==> src/rtl/bru_pkg.sv <==
// Shared types for the program counter and branch unit.
// Assumes nothing beyond IEEE 1800-2017 enums.
package bru_pkg;

    // Class of operation the decoder assigns to one instruction
    typedef enum logic [2:0] {
        BR_NONE,
        BR_JUMP,
        BR_CALL,
        BR_RET,
        BR_SKIP,
        BR_JIDX,
        BR_BAD
    } br_kind_t;

    // Condition a skip instruction tests
    typedef enum logic [2:0] {
        C_IMM_EQ,
        C_IMM_NE,
        C_REG_EQ,
        C_REG_NE,
        C_KEY_DN,
        C_KEY_UP
    } br_cond_t;

    // Stack transfer sequencer state
    typedef enum logic [1:0] {
        ST_IDLE,
        ST_PUSH,
        ST_POP
    } stk_state_t;

endpackage

==> src/rtl/bru_decode.sv <==
// Instruction classifier for the branch unit.
// Purely combinational: it maps the instruction fields to an operation
// class and a skip condition, and picks the register read indices.
// Assumes the fields all come from the same 16-bit instruction word.
module bru_decode
    import bru_pkg::*;
#(
    parameter int NIB_W  = 4,
    parameter int IMM_W  = 8,
    parameter int ADDR_W = 12
) (
    input  logic [NIB_W-1:0]  op_hi,
    input  logic [NIB_W-1:0]  op_x,
    input  logic [NIB_W-1:0]  op_y,
    input  logic [NIB_W-1:0]  op_n,
    input  logic [IMM_W-1:0]  op_imm,
    input  logic [ADDR_W-1:0] op_addr,
    input  logic              idx_quirk,
    output br_kind_t          kind,
    output br_cond_t          cond,
    output logic [NIB_W-1:0]  x_sel,
    output logic [NIB_W-1:0]  y_sel
);

    localparam logic [NIB_W-1:0] NIB_ZERO = '0;
    localparam logic [NIB_W-1:0] NIB_FULL = '1;

    // Classify the instruction by its top nibble and sub-fields
    always_comb begin
        kind = BR_NONE;
        cond = C_IMM_EQ;
        unique case (op_hi)
            4'h0: if (op_x == NIB_ZERO && op_imm == 8'hEE) kind = BR_RET;
            4'h1: kind = BR_JUMP;
            4'h2: kind = BR_CALL;
            4'h3: begin kind = BR_SKIP; cond = C_IMM_EQ; end
            4'h4: begin kind = BR_SKIP; cond = C_IMM_NE; end
            4'h5: begin
                kind = (op_n == NIB_ZERO) ? BR_SKIP : BR_BAD;
                cond = C_REG_EQ;
            end
            4'h8: if (op_n == NIB_FULL) kind = BR_BAD;
            4'h9: begin
                kind = (op_n == NIB_ZERO) ? BR_SKIP : BR_BAD;
                cond = C_REG_NE;
            end
            4'hB: kind = BR_JIDX;
            4'hE: begin
                if (op_imm == 8'h9E) begin kind = BR_SKIP; cond = C_KEY_DN; end
                else if (op_imm == 8'hA1) begin kind = BR_SKIP; cond = C_KEY_UP; end
                else if (op_imm == 8'h0F) kind = BR_BAD;
            end
            4'hF: if (op_imm == 8'h0F) kind = BR_BAD;
            default: kind = BR_NONE;
        endcase
    end

    // Read port X serves vX, or the offset register of an indexed jump
    always_comb begin
        if (kind == BR_JIDX)
            x_sel = idx_quirk ? op_addr[ADDR_W-1 -: NIB_W] : NIB_ZERO;
        else
            x_sel = op_x;
        y_sel = op_y;
    end

endmodule

==> src/rtl/bru_cond.sv <==
// Skip-condition evaluator.
// Combinational: it compares register data against the immediate or the
// second register, or looks up a key bit indexed by the low bits of vX.
module bru_cond
    import bru_pkg::*;
#(
    parameter int DATA_W = 8,
    parameter int NKEY   = 16
) (
    input  br_cond_t          cond,
    input  logic [DATA_W-1:0] x_data,
    input  logic [DATA_W-1:0] y_data,
    input  logic [DATA_W-1:0] imm,
    input  logic [NKEY-1:0]   keys,
    output logic              take
);

    localparam int KEY_IDX_W = $clog2(NKEY);

    logic key_hit;

    // Key state for the key numbered by the low bits of vX
    always_comb key_hit = keys[x_data[KEY_IDX_W-1:0]];

    // Decide whether the skip is taken
    always_comb begin
        unique case (cond)
            C_IMM_EQ: take = (x_data == imm);
            C_IMM_NE: take = (x_data != imm);
            C_REG_EQ: take = (x_data == y_data);
            C_REG_NE: take = (x_data != y_data);
            C_KEY_DN: take = key_hit;
            C_KEY_UP: take = !key_hit;
            default:  take = 1'b0;
        endcase
    end

endmodule

==> src/rtl/bru_stack.sv <==
// Return-stack sequencer with its stack pointer.
// A push writes the current pc at sp and then lowers sp by 2. A pop reads
// at sp+2 and then raises sp by 2. Both hold the request until ready.
// Assumes cur_pc stays stable while busy and WORD_W >= PC_W.
module bru_stack
    import bru_pkg::*;
#(
    parameter int          PC_W     = 12,
    parameter int          SP_W     = 16,
    parameter int          WORD_W   = 16,
    parameter logic [15:0] SP_RESET = 16'h0EA0
) (
    input  logic              clk,
    input  logic              rst_n,
    input  logic              push_go,
    input  logic              pop_go,
    input  logic [PC_W-1:0]   cur_pc,
    input  logic [PC_W-1:0]   target,
    output logic              mem_req,
    output logic              mem_we,
    output logic [SP_W-1:0]   mem_addr,
    output logic [WORD_W-1:0] mem_wdata,
    input  logic [WORD_W-1:0] mem_rdata,
    input  logic              mem_ready,
    output logic [SP_W-1:0]   sp,
    output logic              busy,
    output logic              load_en,
    output logic [PC_W-1:0]   load_pc
);

    localparam logic [SP_W-1:0] SP_STEP = SP_W'(2);

    stk_state_t      state_q;
    logic [PC_W-1:0] target_q;
    logic [SP_W-1:0] sp_q;

    // Sequence one push or pop and move the stack pointer on completion
    always_ff @(posedge clk) begin
        if (!rst_n) begin
            state_q  <= ST_IDLE;
            target_q <= '0;
            sp_q     <= SP_W'(SP_RESET);
        end else begin
            unique case (state_q)
                ST_IDLE: begin
                    if (push_go) begin
                        state_q  <= ST_PUSH;
                        target_q <= target;
                    end else if (pop_go) begin
                        state_q <= ST_POP;
                    end
                end
                ST_PUSH: if (mem_ready) begin
                    sp_q    <= sp_q - SP_STEP;
                    state_q <= ST_IDLE;
                end
                ST_POP: if (mem_ready) begin
                    sp_q    <= sp_q + SP_STEP;
                    state_q <= ST_IDLE;
                end
                default: state_q <= ST_IDLE;
            endcase
        end
    end

    // Drive the memory port and the pc load from the current state
    always_comb begin
        mem_req   = (state_q != ST_IDLE);
        mem_we    = (state_q == ST_PUSH);
        mem_addr  = (state_q == ST_PUSH) ? sp_q : sp_q + SP_STEP;
        mem_wdata = WORD_W'(cur_pc);
        load_en   = mem_req && mem_ready;
        load_pc   = (state_q == ST_PUSH) ? target_q : mem_rdata[PC_W-1:0];
        busy      = mem_req;
        sp        = sp_q;
    end

endmodule

==> src/rtl/pc_branch_unit.sv <==
// Program counter and branch unit, top level.
// Holds the pc and applies jumps, skips, the indexed jump and the results
// of call and return. Assumes register read data returns in the same cycle
// and that fetch asserts pc_step for the normal +2 advance.
module pc_branch_unit
    import bru_pkg::*;
#(
    parameter int          PC_W     = 12,
    parameter int          SP_W     = 16,
    parameter int          WORD_W   = 16,
    parameter int          DATA_W   = 8,
    parameter int          NKEY     = 16,
    parameter logic [11:0] RESET_PC = 12'h200,
    parameter logic [15:0] SP_RESET = 16'h0EA0
) (
    input  logic              clk,
    input  logic              rst_n,
    input  logic              issue,
    input  logic [3:0]        op_hi,
    input  logic [3:0]        op_x,
    input  logic [3:0]        op_y,
    input  logic [3:0]        op_n,
    input  logic [7:0]        op_imm,
    input  logic [PC_W-1:0]   op_addr,
    input  logic              idx_quirk,
    input  logic              pc_step,
    output logic [3:0]        reg_x_sel,
    input  logic [DATA_W-1:0] reg_x_data,
    output logic [3:0]        reg_y_sel,
    input  logic [DATA_W-1:0] reg_y_data,
    input  logic [NKEY-1:0]   keys,
    output logic              mem_req,
    output logic              mem_we,
    output logic [SP_W-1:0]   mem_addr,
    output logic [WORD_W-1:0] mem_wdata,
    input  logic [WORD_W-1:0] mem_rdata,
    input  logic              mem_ready,
    output logic [PC_W-1:0]   pc,
    output logic [SP_W-1:0]   sp,
    output logic              busy,
    output logic              err
);

    localparam logic [PC_W-1:0] PC_STEP = PC_W'(2);

    br_kind_t        kind;
    br_cond_t        cond;
    logic            take;
    logic            accept;
    logic            stk_load;
    logic [PC_W-1:0] stk_pc;
    logic [PC_W-1:0] pc_q;
    logic            err_q;

    bru_decode #(.NIB_W(4), .IMM_W(8), .ADDR_W(PC_W)) u_dec (
        .op_hi(op_hi), .op_x(op_x), .op_y(op_y), .op_n(op_n),
        .op_imm(op_imm), .op_addr(op_addr), .idx_quirk(idx_quirk),
        .kind(kind), .cond(cond), .x_sel(reg_x_sel), .y_sel(reg_y_sel)
    );

    bru_cond #(.DATA_W(DATA_W), .NKEY(NKEY)) u_cond (
        .cond(cond), .x_data(reg_x_data), .y_data(reg_y_data),
        .imm(DATA_W'(op_imm)), .keys(keys), .take(take)
    );

    // An instruction is only taken while no stack transfer is running
    always_comb accept = issue && !busy;

    bru_stack #(.PC_W(PC_W), .SP_W(SP_W), .WORD_W(WORD_W), .SP_RESET(SP_RESET)) u_stk (
        .clk(clk), .rst_n(rst_n),
        .push_go(accept && kind == BR_CALL),
        .pop_go(accept && kind == BR_RET),
        .cur_pc(pc_q), .target(op_addr),
        .mem_req(mem_req), .mem_we(mem_we), .mem_addr(mem_addr),
        .mem_wdata(mem_wdata), .mem_rdata(mem_rdata), .mem_ready(mem_ready),
        .sp(sp), .busy(busy), .load_en(stk_load), .load_pc(stk_pc)
    );

    // Update the pc from stack results, branch instructions or the fetch step
    always_ff @(posedge clk) begin
        if (!rst_n) begin
            pc_q <= PC_W'(RESET_PC);
        end else if (stk_load) begin
            pc_q <= stk_pc;
        end else if (accept) begin
            unique case (kind)
                BR_JUMP: pc_q <= op_addr;
                BR_SKIP: if (take) pc_q <= pc_q + PC_STEP;
                BR_JIDX: pc_q <= op_addr + PC_W'(reg_x_data);
                default: pc_q <= pc_q;
            endcase
        end else if (pc_step && !busy) begin
            pc_q <= pc_q + PC_STEP;
        end
    end

    // One-cycle strobe for an illegal encoding
    always_ff @(posedge clk) begin
        if (!rst_n) err_q <= 1'b0;
        else        err_q <= accept && (kind == BR_BAD);
    end

    assign pc  = pc_q;
    assign err = err_q;

endmodule

==> config.mk <==
export PLATFORM = sky130hd
export DESIGN_NAME = pc_branch_unit
export DESIGN_NICKNAME = d
export VERILOG_FILES = /design/src/rtl/bru_pkg.sv /design/src/rtl/bru_decode.sv /design/src/rtl/bru_cond.sv /design/src/rtl/bru_stack.sv /design/src/rtl/pc_branch_unit.sv
export SDC_FILE = /design/constraint.sdc
export NUM_CORES = 1
export LEC_CHECK = 0
export BUFFER_PORTS_ARGS = -buffer_cell sky130_fd_sc_hd__buf_2
export CORE_UTILIZATION = 42
export DETAILED_ROUTE_END_ITERATION = 8
export PLACE_DENSITY = 0.69
export SYNTH_ARGS = -nofsm -noshare
export SYNTH_HDL_FRONTEND = slang
export SYNTH_SLANG_ARGS = --single-unit
export TNS_END_PERCENT = 50
==> constraint.sdc <==
create_clock -name clk -period 3.2 [get_ports clk]
set_input_delay 0 -clock clk [delete_from_list [all_inputs] [get_ports clk]]
set_output_delay 0 -clock clk [all_outputs]
set_load 0.05 [all_outputs]
* Word-level counts from Yosys, hierarchy flattened
Index checks and enable logic that the tools add are counted.
** Word-level totals
- Register bits after elaboration :: 43
- Bits in latches :: 0
- Memory bits (writable) :: 0
- Bits in read-only memories :: 0
- Input bits :: 90
- Output and inout port bits :: 72
- Word-level logic and storage cells :: 101
- Memories kept :: 0
** Cells by class
- Add/sub/neg operators :: 4
- Multipliers :: 0
- Div/mod/pow operators :: 0
- $lt $le $gt $ge :: 1
- Equal/unequal tests :: 38
- Shift-type cells :: 0
- Multiplexer cells :: 29
- Bitwise gates (word level) :: 0
- Reduce and logical (&&, ||, !) cells :: 24
** Operators with widths (count)
- $mux W12 :: 5
- $mux W16 :: 3
- $pmux W12 S3 :: 1
- $pmux W16 S2 :: 1
- $pmux W3 S9 :: 1
- $eq A4 B4 Y1 const B :: 6
- $eq A8 B8 Y1 const B :: 3
- $mux W3 :: 6
- $add A16 B2 Y16 const B :: 1
- $eq A8 B8 Y1 :: 2
- $ne A8 B8 Y1 :: 2
- $sub A16 B2 Y16 const B :: 1
- $eq A3 B3 Y1 const B :: 5
- $add A12 B2 Y12 const B :: 1
- $add A12 B8 Y12 :: 1
- $eq A3 B2 Y1 const B :: 4
- $logic_not A4 Y1 :: 3
- $pmux W3 S4 :: 1
- $mux W2 :: 5
- $eq A4 B2 Y1 const B :: 2
- $eq A4 B3 Y1 const B :: 2
- $eq A8 B4 Y1 const B :: 1
- $mux W4 :: 2
- $logic_and A1 B1 Y1 :: 7
- 22 further kinds :: 30

* Longest topological paths before layout
- Depth after elaboration :: 10
- Gate-level depth with buffers :: 11
- Gate-level depth less buffers :: 10

* Hierarchy
A second synthesis with hierarchy kept.
** Second synthesis, totals
- Cell total of the unflattened synthesis :: 626
- Area total of the unflattened synthesis :: 4752.1 sq um
** Modules (own cells, without submodules)
- bru_stack :: times used 1, cells each 268, area an instance 2119.5 sq um, sequential area each 580.6 sq um
- pc_branch_unit :: times used 1, cells each 218, area an instance 1641.6 sq um, sequential area each 260.2 sq um
- bru_cond :: times used 1, cells each 83, area an instance 646.9 sq um, sequential area each 0.0 sq um
- bru_decode :: times used 1, cells each 57, area an instance 344.1 sq um, sequential area each 0.0 sq um

* Worst setup path after synthesis
OpenSTA, ideal clock, no wires.
- Kind :: flip-flop to output port
- From :: register u_stk.state_q[1]
- To :: output port mem_addr[6]
- Arrival time :: 2954 ps
- Required time :: 3200 ps
- Setup slack :: 246 ps
- Stages on the path, launching flop included :: 9
- Buffers on the path :: 4
- Path through :: dfxtp_1 inv_1 ha_1 buf_2 buf_1 buf_1 buf_1 nor3_1 xor2_1
** Between the ends
- Longest elaborated chain between the ends :: 2
** RTL lines
- start, declared :: RTL line bru_stack.sv:33 : stk_state_t state_q;
- start signal, assigned :: RTL line bru_stack.sv:40 : state_q <= ST_IDLE;
- start signal, assigned :: RTL line bru_stack.sv:47 : state_q <= ST_PUSH;
- start signal, assigned :: RTL line bru_stack.sv:50 : state_q <= ST_POP;
- $eq A2 B1 Y1
- via mem_we :: RTL line pc_branch_unit.sv:33 : output logic mem_we,
- $mux W16 :: RTL line bru_stack.sv:70 : mem_addr = (state_q == ST_PUSH) ? sp_q : sp_q + SP_STEP;
- end, declared :: RTL line pc_branch_unit.sv:34 : output logic [SP_W-1:0] mem_addr,
The timed path passes the listed nets, and every way through them passes these cells.

* Final worst setup path
- From :: input port op_addr[0]
- To :: register pc_q[10] (netlist: pc[10])
** Between the ends
- Longest elaborated chain between the ends :: 4
** RTL lines
- start, declared :: RTL line pc_branch_unit.sv:24 : input logic [PC_W-1:0] op_addr,
- $add A12 B8 Y12 :: RTL line pc_branch_unit.sv:89 : BR_JIDX: pc_q <= op_addr + PC_W'(reg_x_data);
- $pmux W12 S3 :: RTL line pc_branch_unit.sv:86 : unique case (kind)
- $mux W12 :: RTL line pc_branch_unit.sv:85 : end else if (accept) begin
- $mux W12 :: RTL line pc_branch_unit.sv:83 : end else if (stk_load) begin
- end signal, assigned :: RTL line pc_branch_unit.sv:84 : pc_q <= stk_pc;
- end signal, assigned :: RTL line pc_branch_unit.sv:87 : BR_JUMP: pc_q <= op_addr;
- end signal, assigned :: RTL line pc_branch_unit.sv:89
- end, declared :: RTL line pc_branch_unit.sv:52 : logic [PC_W-1:0] pc_q;
Every way passes these cells.
A chain may end at the register's enable or synchronous reset.

==> results.sh <==
export IMPL_status="finished, final reports clean"
export IMPL_use_met3=0.0258
export IMPL_grt_pass1_vias=4580
export IMPL_clkSinkCount=42
export IMPL_synth_edf_count=0
export IMPL_design_area_mm2=0.00524
export IMPL_drive_gt1_frac=0.258
export IMPL_ys_warn_count=0
export IMPL_drtPass1Iterations=5
export IMPL_finClkSkew_ps=9.17
export IMPL_n_antenna_cell=0
export IMPL_via_count=4889
export IMPL_setup_tns_ps=0
export IMPL_synth_main_ff_cell="dfxtp_1"
export IMPL_timing_max_cap_violations=0
export IMPL_clk_path_buf_depth=2
export IMPL_finalHoldViolCount=0
export IMPL_max_slew_worst_pin_slew_ps=840
export IMPL_fin_nets=803
export IMPL_grt_overflow_total=0
export IMPL_max_freq_ghz=0.365
export IMPL_htree_levels=2
export IMPL_async_flop_share=0
export IMPL_period_share=0.855
export IMPL_met1_usage=0.291
export IMPL_final_common_cell="buf_2"
export IMPL_use_met2=0.441
export IMPL_grt_max_degree=35
export IMPL_required_ps=3380
export IMPL_wl_per_cell_um=16.2
export IMPL_powerDensity_mw_per_mm2=302
export IMPL_drtAntennaViolNets=0
export IMPL_cts_reportedPaths_clkPinSlew_ps=90
export IMPL_setup_viol=0
export IMPL_cp_end_kind="flop"
export IMPL_row_count=37
export IMPL_cp_arrival_ps=2920
export IMPL_numCtsBuffers=5
export IMPL_grt_antenna_before_repair=0
export IMPL_hp_class="primary input to primary output"
export IMPL_fin_crit_ps=2740
export IMPL_portBuffers=143
export IMPL_die_h_um=106
export IMPL_place_congestion=0.890
export IMPL_clkLatencyLatePin_ps=300
export IMPL_drc_errors=0
export IMPL_synth_distinct_cells=80
export IMPL_placed_area_mm2=0.00513
export IMPL_syn_area_per_cell_um2=7.61
export IMPL_leakage_nw=2.27
export IMPL_grt_busiest_layer="met2"
export IMPL_start_kind="primary input"
export IMPL_rsz0062_at_grt="no"
export IMPL_vdd_drop_max_v=0.000214
export IMPL_cp_max_fo=4
export IMPL_slew_headroom=0.437
export IMPL_drt_total_wl_um=13500
export IMPL_hpwl_um=10300
export IMPL_grt_pass1_wl_um=21900
export IMPL_syn_cell_area_mm2=0.00454
export IMPL_die_w_um=106
export IMPL_root_buffer="clkbuf_8"
export IMPL_ios=162
export IMPL_avgViaCountPerCell=5.86
export IMPL_cts_tree="done"
export IMPL_post_cts_buffers=0
export IMPL_syn_inst=597
export IMPL_drtIter0Drc=340
export IMPL_dieArea_mm2=0.0112
export IMPL_p_total_mw=1.58
export IMPL_ys_ff_latch=42
export IMPL_coreArea_mm2=0.0104
export IMPL_yosysSeqAreaShare=0.185
export IMPL_grt_use_total=0.240
export IMPL_final_util=0.503
export IMPL_start_util=0.436
export IMPL_area_growth_syn_to_layout_pct=15.3
export IMPL_mostFrequentLayoutCells="buf_2 (143), nand2_1 (52), nor2_1 (51)"
export IMPL_crit_type="primary input to flop"
export IMPL_drv_slew=0
## cell families (layout without fill, tap and decap cells)
kind of cell               count (synthesis)  in the layout  synth area share
AOI/OAI and AO/OA                        131            131             0.186
and+or+nand+nor                          239            239             0.286
buffers and inverters                     78            175            0.0967
muxes                                     46             46             0.115
adders and majority gates                 15             15            0.0430
other                                      1              6          0.000825
DFF                                       42             42             0.185
xor gates and xnor gates                  45             45            0.0868
## worst paths after layout
check	from	endpoint	slack (ps)	depth (start not counted)
max	op_addr[0]	pc[10]	460	12
min	op_y[3]	reg_y_sel[3]	0.1	0
max reg2reg	u_stk.state_q[1]	pc[7]	580	9
min reg2reg	u_stk.target_q[3]	u_stk.target_q[3]	500	2
## through the flow
stage | instances | worst slack, ps | hold slack (ps)
4_1_cts | 835 | 561 | 0.341
3_3_place_gp | 826 | 604 | 0.341
5_1_grt | 835 | 314 | 0.0987
3_5_place_dp | 826 | 539 | 0.341
2_1_floorplan | 602 | 246 | 144
6_report | 835 | 464 | 0.109
## registers in the layout, summed over array words and instances, names as in the netlist
register / count
u_stk.target_q: 12
u_stk.sp: 15
u_stk.state_q: 2
pc: 12
err: 1
## repair_timing
action,in CTS,in global routing
hold buffers,1,0
hold endpoints to repair,1,0
gates resized for setup,0,0
## routing by layer
metal  wire (um)  up-vias  part of all wire
met4         335        0             0.025
met5           0        -                 0
met2        6800      192              0.50
li1            -     2353                 -
met1        5600     2318              0.41
met3         769       26             0.057
## area by class of cell
class	instances	area [um2]
fillers	1062	5180
multi-input cells	482	3290
flip-flops and latches	42	841
repair buffers	151	778
well taps	136	170
clock buffers	6	82.6
inverters	16	60.1
clock inverters	2	12.5
## Yosys cell counts (all sizes together), types with 3 or more instances
library cell	instances	area, um2
nand2	52	195
nor2	52	203
buf	48	322
dfxtp	42	841
a21oi	40	204
mux2i	40	400
nand3	30	150
o21ai	29	149
xnor2	24	210
xor2	21	184
inv	15	56.3
nor3	15	75.1
ha	14	175
clkbuf	13	48.8
a31oi	12	81.3
or3	12	75.1
nand4	11	75.1
nor2b	11	68.8
nand2b	9	56.3
a211oi	8	60.1
and2	7	43.8
and3	7	43.8
a22oi	5	37.5
mux4	5	113
nand3b	4	30.0
nand4b	4	35.0
nor4	4	40.0
o211ai	4	30.0
o221ai	4	35.0
o22ai	4	25.0
a221oi	3	32.5
a311oi	3	26.3
nor4b	3	41.3
nor4bb	3	30.0
## critical path, cell delays in order
cell and delay (ps):
dlygate4sd3_1 530, buf_2 140, ha_1 230, fa_1 410, a21oi_1 200, o211ai_1 170, o41ai_1 610, nor3_1 110
a21oi_1 160, o221ai_1 140, nand4_1 130, o211ai_1 90
## where the power goes
group          total [mW]  internal (mW)  switching (mW)  leakage (nW)
sequential          0.578          0.545          0.0322         0.341
combinational       0.639          0.214           0.425          1.88
clock               0.367          0.174           0.193        0.0472
(Power assumes the default switching activity.)
